--- src/rtl/sgdma_pkg.sv ---
package sgdma_pkg;
   localparam int REG_IW = 3;

   typedef enum logic [REG_IW-1:0] {
      RA_CMD   = 3'd0,
      RA_SCNT  = 3'd1,
      RA_SADDR = 3'd2,
      RA_SLIST = 3'd3,
      RA_STAT  = 3'd4,
      RA_WCNT  = 3'd5,
      RA_WADDR = 3'd6,
      RA_WLIST = 3'd7
   } reg_idx_e;

   localparam logic [1:0] OP_IDLE  = 2'd0;
   localparam logic [1:0] OP_START = 2'd3;

   localparam int CMD_W        = 4;
   localparam int CMD_DIR_BIT  = 2;
   localparam int CMD_LIST_BIT = 3;

   localparam int ST_DONE = 0;
   localparam int ST_SINT = 1;
   localparam int ST_W    = 2;

   typedef enum logic {SQ_IDLE, SQ_RUN} seq_state_e;
endpackage

--- src/rtl/sgdma_regs.sv ---
module sgdma_regs
   import sgdma_pkg::*;
#(
   parameter int AW = 32,
   parameter int CW = 25
) (
   input  logic              clk,
   input  logic              rst_n,
   input  logic              reg_we,
   input  logic [REG_IW-1:0] reg_addr,
   input  logic [31:0]       reg_wdata,
   output logic [31:0]       reg_rdata,
   input  logic              scsi_irq,
   input  logic [CW-1:0]     wcnt,
   input  logic [AW-1:0]     waddr,
   input  logic [AW-1:0]     wlist,
   input  logic              last_beat,
   output logic              start,
   output logic              active,
   output logic              cmd_dir,
   output logic              cmd_list,
   output logic [CW-1:0]     scnt_load,
   output logic [AW-1:0]     saddr,
   output logic [AW-1:0]     slist,
   output logic [ST_W-1:0]   status
);
   localparam int SCW = CW - 1;

   logic [CMD_W-1:0] cmd;
   logic [SCW-1:0]   scnt;
   logic             wr_cmd, wr_stat;

   assign wr_cmd  = reg_we && (reg_addr == RA_CMD);
   assign wr_stat = reg_we && (reg_addr == RA_STAT);
   assign start   = wr_cmd && (reg_wdata[1:0] == OP_START);
   assign active  = (cmd[1:0] == OP_START);
   assign cmd_dir  = cmd[CMD_DIR_BIT];
   assign cmd_list = cmd[CMD_LIST_BIT];
   assign scnt_load = (scnt == '0) ? (CW'(1) << SCW) : {1'b0, scnt};

   always_ff @(posedge clk) begin
      if (!rst_n) begin
         cmd   <= '0;
         scnt  <= '0;
         saddr <= '0;
         slist <= '0;
      end else if (reg_we) begin
         case (reg_addr)
            RA_CMD:   cmd   <= reg_wdata[CMD_W-1:0];
            RA_SCNT:  scnt  <= reg_wdata[SCW-1:0];
            RA_SADDR: saddr <= reg_wdata[AW-1:0];
            RA_SLIST: slist <= reg_wdata[AW-1:0];
            default: ;
         endcase
      end
   end

   always_ff @(posedge clk) begin
      if (!rst_n) begin
         status <= '0;
      end else if (start) begin
         status <= '0;
      end else begin
         status[ST_SINT] <= scsi_irq && !(wr_stat && reg_wdata[ST_SINT]);
         if (last_beat || (scsi_irq && active && (wcnt == '0)))
            status[ST_DONE] <= 1'b1;
         else if (wr_stat && reg_wdata[ST_DONE])
            status[ST_DONE] <= 1'b0;
      end
   end

   always_comb begin
      reg_rdata = '0;
      case (reg_addr)
         RA_CMD:   reg_rdata = 32'(cmd);
         RA_SCNT:  reg_rdata = 32'(scnt);
         RA_SADDR: reg_rdata = 32'(saddr);
         RA_SLIST: reg_rdata = 32'(slist);
         RA_STAT:  reg_rdata = 32'(status);
         RA_WCNT:  reg_rdata = 32'(wcnt);
         RA_WADDR: reg_rdata = 32'(waddr);
         RA_WLIST: reg_rdata = 32'(wlist);
         default:  reg_rdata = '0;
      endcase
   end


   start_clear_chk: assert property (@(posedge clk) disable iff (!rst_n)
      start |=> (status == '0));


   sint_follow_chk: assert property (@(posedge clk) disable iff (!rst_n)
      (!start && !scsi_irq) |=> !status[ST_SINT]);
endmodule

--- src/rtl/sgdma_walker.sv ---
module sgdma_walker #(
   parameter int AW         = 32,
   parameter int CW         = 25,
   parameter int PAGE_SHIFT = 12,
   parameter int PG_BITS    = 8,
   parameter bit HAS_LIST   = 1'b1
) (
   input  logic          clk,
   input  logic          rst_n,
   input  logic          start,
   input  logic          beat,
   input  logic          list_mode,
   input  logic [AW-1:0] saddr,
   input  logic [AW-1:0] slist,
   input  logic [CW-1:0] scnt_load,
   output logic [CW-1:0] wcnt,
   output logic [AW-1:0] waddr,
   output logic [AW-1:0] wlist,
   output logic [AW-1:0] mem_addr,
   output logic          last_beat
);
   localparam logic [AW-1:0] PAGE_STEP = AW'(1) << PAGE_SHIFT;
   localparam logic [AW-1:0] PG_MASK   = ((AW'(1) << PG_BITS) - AW'(1)) << PAGE_SHIFT;
   localparam logic [AW-1:0] WLIST_RST = ~AW'(3);

   if ((PAGE_SHIFT < 1) || (PAGE_SHIFT + PG_BITS > AW)) begin : g_bad_page
      $error("sgdma_walker: page window does not fit the address width");
   end

   logic          list_eff;
   logic [AW-1:0] addr_inc;

   if (HAS_LIST) begin : g_list
      assign list_eff = list_mode;
      assign mem_addr = list_mode ? (waddr | (wlist & PG_MASK)) : waddr;
   end else begin : g_flat
      assign list_eff = 1'b0;
      assign mem_addr = waddr;
   end

   assign addr_inc  = waddr + AW'(1);
   assign last_beat = beat && !start && (wcnt == CW'(1));

   always_ff @(posedge clk) begin
      if (!rst_n) begin
         wcnt  <= '0;
         waddr <= '0;
         wlist <= WLIST_RST;
      end else if (start) begin
         wcnt  <= scnt_load;
         waddr <= saddr;
         wlist <= slist;
      end else if (beat && (wcnt != '0)) begin
         wcnt <= wcnt - CW'(1);
         if (list_eff && addr_inc[PAGE_SHIFT]) begin
            waddr <= '0;
            wlist <= wlist + PAGE_STEP;
         end else begin
            waddr <= addr_inc;
         end
      end
   end


   page_wrap_chk: assert property (@(posedge clk) disable iff (!rst_n)
      (beat && list_eff && !start) |=> !waddr[PAGE_SHIFT]);


   no_underflow_chk: assert property (@(posedge clk) disable iff (!rst_n)
      beat |-> (wcnt != '0));
endmodule

--- src/rtl/sgdma_seq.sv ---
module sgdma_seq
   import sgdma_pkg::*;
#(
   parameter int CW    = 25,
   parameter int LEN_W = 16
) (
   input  logic             clk,
   input  logic             rst_n,
   input  logic             start,
   input  logic             active,
   input  logic             dir_match,
   input  logic [CW-1:0]    wcnt,
   input  logic             xfer_valid,
   input  logic [LEN_W-1:0] xfer_len,
   output logic             xfer_ready,
   input  logic             mem_ready,
   output logic             mem_valid,
   output logic             beat
);
   if (LEN_W > CW) begin : g_bad_len
      $error("sgdma_seq: burst length wider than the count");
   end

   seq_state_e    state;
   logic [CW-1:0] rem, len_ext, take;
   logic          accept;

   assign len_ext    = CW'(xfer_len);
   assign take       = (len_ext < wcnt) ? len_ext : wcnt;
   assign xfer_ready = (state == SQ_IDLE) && active;
   assign accept     = xfer_valid && xfer_ready;
   assign mem_valid  = (state == SQ_RUN) && active;
   assign beat       = mem_valid && mem_ready;

   always_ff @(posedge clk) begin
      if (!rst_n) begin
         state <= SQ_IDLE;
         rem   <= '0;
      end else if (start || !active) begin
         state <= SQ_IDLE;
      end else if (state == SQ_IDLE) begin
         if (accept && dir_match && (take != '0)) begin
            rem   <= take;
            state <= SQ_RUN;
         end
      end else if (beat) begin
         rem <= rem - CW'(1);
         if (rem == CW'(1)) state <= SQ_IDLE;
      end
   end


   drop_mismatch_chk: assert property (@(posedge clk) disable iff (!rst_n)
      (accept && !dir_match) |=> !mem_valid);


   idle_quiet_chk: assert property (@(posedge clk) disable iff (!rst_n)
      !active |-> (!mem_valid && !xfer_ready));
endmodule

--- src/rtl/sgdma_engine.sv ---
module sgdma_engine
   import sgdma_pkg::*;
#(
   parameter int AW         = 32,
   parameter int CW         = 25,
   parameter int LEN_W      = 16,
   parameter int PAGE_SHIFT = 12,
   parameter int PG_BITS    = 8,
   parameter bit HAS_LIST   = 1'b1
) (
   input  logic              clk,
   input  logic              rst_n,
   input  logic              reg_we,
   input  logic [REG_IW-1:0] reg_addr,
   input  logic [31:0]       reg_wdata,
   output logic [31:0]       reg_rdata,
   input  logic              scsi_irq,
   input  logic              xfer_valid,
   output logic              xfer_ready,
   input  logic              xfer_dir,
   input  logic [LEN_W-1:0]  xfer_len,
   output logic              mem_valid,
   input  logic              mem_ready,
   output logic [AW-1:0]     mem_addr,
   output logic              mem_write
);
   if ((AW > 32) || (CW > 32) || (CW < 2)) begin : g_bad_width
      $error("sgdma_engine: widths must fit the 32-bit register port");
   end

   logic              start, active, cmd_dir, cmd_list, beat, last_beat;
   logic [CW-1:0]     scnt_load, wcnt;
   logic [AW-1:0]     saddr, slist, waddr, wlist;
   logic [ST_W-1:0]   status;

   assign mem_write = cmd_dir;

   sgdma_regs #(.AW(AW), .CW(CW)) u_regs (
      .clk(clk), .rst_n(rst_n), .reg_we(reg_we), .reg_addr(reg_addr),
      .reg_wdata(reg_wdata), .reg_rdata(reg_rdata), .scsi_irq(scsi_irq),
      .wcnt(wcnt), .waddr(waddr), .wlist(wlist), .last_beat(last_beat),
      .start(start), .active(active), .cmd_dir(cmd_dir), .cmd_list(cmd_list),
      .scnt_load(scnt_load), .saddr(saddr), .slist(slist), .status(status)
   );

   sgdma_walker #(.AW(AW), .CW(CW), .PAGE_SHIFT(PAGE_SHIFT), .PG_BITS(PG_BITS),
                  .HAS_LIST(HAS_LIST)) u_walker (
      .clk(clk), .rst_n(rst_n), .start(start), .beat(beat), .list_mode(cmd_list),
      .saddr(saddr), .slist(slist), .scnt_load(scnt_load), .wcnt(wcnt),
      .waddr(waddr), .wlist(wlist), .mem_addr(mem_addr), .last_beat(last_beat)
   );

   sgdma_seq #(.CW(CW), .LEN_W(LEN_W)) u_seq (
      .clk(clk), .rst_n(rst_n), .start(start), .active(active),
      .dir_match(xfer_dir == cmd_dir), .wcnt(wcnt), .xfer_valid(xfer_valid),
      .xfer_len(xfer_len), .xfer_ready(xfer_ready), .mem_ready(mem_ready),
      .mem_valid(mem_valid), .beat(beat)
   );


   addr_hold_chk: assert property (@(posedge clk) disable iff (!rst_n)
      (mem_valid && !mem_ready) |=> (!mem_valid || $stable(mem_addr)));


   done_set_chk: assert property (@(posedge clk) disable iff (!rst_n)
      (beat && !start && (wcnt == CW'(1))) |=> status[ST_DONE]);
endmodule

--- config.mk ---
export PLATFORM = sky130hd
export DESIGN_NAME = sgdma_engine
export DESIGN_NICKNAME = d
export VERILOG_FILES = /design/src/rtl/sgdma_pkg.sv /design/src/rtl/sgdma_regs.sv /design/src/rtl/sgdma_walker.sv /design/src/rtl/sgdma_seq.sv /design/src/rtl/sgdma_engine.sv
export SDC_FILE = /design/constraint.sdc
export NUM_CORES = 1
export LEC_CHECK = 0
export ABC_CLOCK_PERIOD_IN_PS = 6400
export CAP_MARGIN = 5
export CORE_ASPECT_RATIO = 0.75
export CORE_UTILIZATION = 30
export CTS_CLUSTER_SIZE = 20
export DETAILED_ROUTE_END_ITERATION = 10
export GPL_TIMING_DRIVEN = 0
export PLACE_DENSITY = 0.6
export SYNTH_ARGS = -nofsm -noshare
export SYNTH_HDL_FRONTEND = slang
export SYNTH_SLANG_ARGS = --single-unit
--- constraint.sdc ---
create_clock -name clk -period 6.4 [get_ports clk]
set_input_delay 1.28 -clock clk [delete_from_list [all_inputs] [get_ports clk]]
set_output_delay 1.28 -clock clk [all_outputs]
set_load 0.1 [all_outputs]
==> results.toml <==
[status]
status = "complete, but fails checks"
failed_checks = "setup timing"

[timing]
min_period_ns = 6.43
drv_slew = 0
finalHoldWorstSlack_ns = 0.459
clock_skew_ns = 0.00987
worstMarginPinSlew_ns = 1.02
worst_slack_ns = -0.0274
rsz0062_at_grt = "no"
finalSetupViolations = 2
slew_headroom = 0.318
hold_viol_final = 0
period_share = 1.00
fmax_ghz = 0.156

[layout]
multiInputGateArea_mm2 = 0.00675
drive_above_1_share = 0.0682
area_growth_pct = 23.2
insertedDiodeCount = 0
final_cell_count_no_fill = 2227
fillers = 4097
seqCellArea_mm2 = 0.00418
nets = 1775

[yosys]
synth_top_area_frac = 0.357
ys_warn_count = 0
synth_ff_type = "dfxtp_1"
synthAdderAreaFrac = 0.0224
synthArstFlopShare = 0
ys_seq_elements = 209
synthMuxAreaShare = 0.0300
synth-xor-area-share = 0.0224
synth_top_family_by_area = "compound AO/OA/AOI/OAI gates"
yosysSeqAreaShare = 0.357
syn_area_mm2 = 0.0117
avgSynthCellArea_um2 = 7.57
postSynthCellCount = 1547
synth_cell_types = 75
synth_edf_count = 0
synthSimpleGateAreaFrac = 0.245
synth_top_area_cell = "dfxtp_1"
synth_nets = 1626
synth-compound-area-share = 0.257
synth_area_leaders = "dfxtp_1 36%, nand2_1 9.4%, a21oi_1 6.4%, a22oi_1 5.6%, nor2_1 3.4%"

[worst_setup_path]
r2r_cells = 9
cp.required_ns = 5.12
worst-path-buf-inv = 5
worst-path-max-fanout = 10
reg2reg_from = "u_walker.wcnt[14]$_SDFFE_PN0P_"
path_common_cell = "clkbuf_1"
critPathSlowestCell = "dlygate4sd2_1"
worstSetupPathType = "in2out"
cp-start-kind = "input port"
critPathMaxStageDelay_ns = 0.88
critical-path-top-delay-family = "buffers and inverters"
critical_path_arrival_ns = 5.15
path_cells = "clkdlybuf4s50_1 -> clkbuf_1 -> and3_1 -> clkbuf_1 -> clkbuf_1 -> a22oi_1 -> nand3_1 -> dlygate4sd2_1"
rrSetupSlack_ns = 2.62
endpoint_kind = "output pin"
r2r_end = "u_seq.rem[0]$_SDFFE_PN0P_"

[grt]
track_usage = 0.273
gr-total-overflow = 0
grt_pass1_vias = 12013
grt_max_degree = 13
grt_pass1_wl_um = 81000
antenna_found_initial = 1

[die]
ios = 125
die_y_um = 173
start_util = 0.305
die-width_um = 230
coreArea_mm2 = 0.0384
floorplan.rows = 62
die_area_mm2 = 0.0398

[route]
via_per_inst = 5.91
ant_nets = 0
wire_per_inst_um = 25.2
vias = 13172
drt_iter0_drc = 1842
routed_wl_um = 56100
drc = 0
drt-pass1-iter-count = 6

[clock_tree]
cts-htree-levels = 1
clk_path_buf_depth = 3
clk_latency_ns = 0.55
postCtsSetupBuffers = 0
cts_sinks = 209
cts_tree = "yes"
path_clk_slew_ns = 0.06
root_buffer = "clkbuf_16"
cts_buffers = 25

[flow_run]
maxCapViolations = 0

[pwr]
p_leak_nw = 5.34
ir_worst_vdd_mv = 0.173
finalPower_mw = 3.31
p_per_area_mw_per_mm2 = 230

[placement]
placed_cells = 2181
io_buffers = 122
globalplace.congestion = 0.970
dpl.hpwl_um = 42800

[hold_path]
hp-start = "u_seq.rem[23]$_SDFFE_PN0P_"
min_path_cells = 1
min_to = "u_seq.rem[23]$_SDFFE_PN0P_"
hold_path.class = "reg2reg"
per-layer routing:
metal | global-route usage | vias to the layer above | wire, um
met2 | 0.371 | 840 | 21900
met5 | 0 | - | 0
met3 | 0.0907 | 80 | 7750
met4 | 0.0541 | 0 | 1070
met1 | 0.409 | 6346 | 25400
li1 | - | 5906 | -
cells by family (layout without fill, tap and decap cells):
logic type	after synthesis	count (layout)
AND/OR/NAND/NOR	626	626
AO/OA/AOI/OAI	462	462
flip-flops	209	209
buffers and inverters	170	338
XOR/XNOR	30	30
multiplexers	29	29
adder cells (fa/ha/maj)	21	21
cell type report:
type	count	area share
buffer	137	0.0452
clock buffer	34	0.0492
clock inverter	12	0.0117
inverter	33	0.00859
multi-input combinational	1168	0.468
sequential	209	0.290
tap	512	0.0444
timing repair buffer	122	0.0831
cell usage in the layout (no fill, tap or decap), types with 7 or more instances in the layout:
cell type / count
dfxtp_1: 209
a21oi_1: 150
nand2_1: 294
xnor2_1: 23
buf_2: 8
or4_1: 7
mux2i_1: 16
and2_1: 7
a21o_1: 7
buf_1: 9
nor3_1: 32
mux2_2: 9
o22ai_1: 15
and4_1: 7
and3_1: 20
o21ai_0: 70
dlygate4sd2_1: 18
ha_1: 21
nor2_1: 105
nand3_1: 65
nand4_1: 14
a22oi_1: 88
or3_1: 15
clkbuf_16: 25
o211ai_1: 10
buf_4: 26
o41ai_1: 7
nor4_1: 27
a31oi_1: 25
inv_1: 33
clkdlybuf4s50_1: 95
xor2_1: 7
clkbuf_1: 94
nor2b_1: 7
a211oi_1: 21
o31ai_1: 10
power breakdown:
part / leakage [nW] / internal (mW) / switching [mW]
clock: 0.430 / 0.937 / 0.613
sequential: 1.69 / 1.32 / 0.0295
combinational: 3.22 / 0.124 / 0.290
repair_timing:
item / CTS / global route
hold buffers: 0 / 0
pin swaps: 0 / 0
gates resized for setup: 23 / 11
setup endpoints to repair: 23 / 9
registers in the layout, summed over array words and instances (netlist names), 2 cells and up:
signal,cells
u_regs.cmd,4
u_regs.saddr,32
u_regs.scnt,24
u_regs.slist,32
u_regs.status,2
u_seq.rem,25
u_walker.waddr,32
u_walker.wcnt,25
u_walker.wlist,32
worst max-delay path by stage:
| stage | start | endpoint | cells after the start |
|---|---|---|---|
| 6_report | reg_addr[0] | reg_rdata[6] | 8 |
| 4_1_cts | reg_addr[0] | reg_rdata[19] | 8 |
| 3_3_place_gp | reg_addr[1] | reg_rdata[7] | 8 |
| 2_1_floorplan | reg_addr[0] | reg_rdata[3] | 5 |
| 5_1_grt | reg_addr[1] | reg_rdata[4] | 8 |
| 3_5_place_dp | reg_addr[1] | reg_rdata[7] | 8 |
worst register-to-register path, delay by kind of cell (launching register included):
kind / cells / cell delay, ns
AO/OA/AOI/OAI: 5 / 1.44
flip-flops: 1 / 0.60
buffers and inverters: 1 / 0.18
multiplexers: 1 / 0.68
AND/OR/NAND/NOR: 1 / 0.46
adder cells (fa/ha/maj): 1 / 0.32
metrics by stage:
| step | utilization | setup slack, ns | area [um2] | TNS (ns) |
|---|---|---|---|---|
| floorplan | - | 0.799 | 11700 | 0 |
| global placement | 0.353 | -0.260 | 13600 | -2.48 |
| detailed placement | 0.353 | -0.205 | 13600 | -2.16 |
| CTS | 0.376 | 0.0129 | 14400 | 0 |
| global route | 0.376 | 0.00183 | 14400 | 0 |
| finish | 0.376 | -0.0274 | 14400 | -0.0464 |
cells in the mapped netlist, types with 7 or more instances:
master	count
and2_1	7
mux2_2	9
a31oi_1	25
or4_1	7
nor3_1	32
ha_1	21
nand3_1	65
o31ai_1	10
clkbuf_1	90
mux2i_1	16
inv_1	33
nor4_1	27
nor2b_1	7
or3_1	15
a21o_1	7
xnor2_1	23
and3_1	20
nand4_1	14
dfxtp_1	209
o21ai_0	70
o41ai_1	7
buf_2	8
o211ai_1	10
a211oi_1	21
xor2_1	7
buf_4	26
nor2_1	105
a22oi_1	88
o22ai_1	15
nand2_1	294
buf_1	9
and4_1	7
a21oi_1	150
Note: power is estimated with default switching activity, not from simulation.
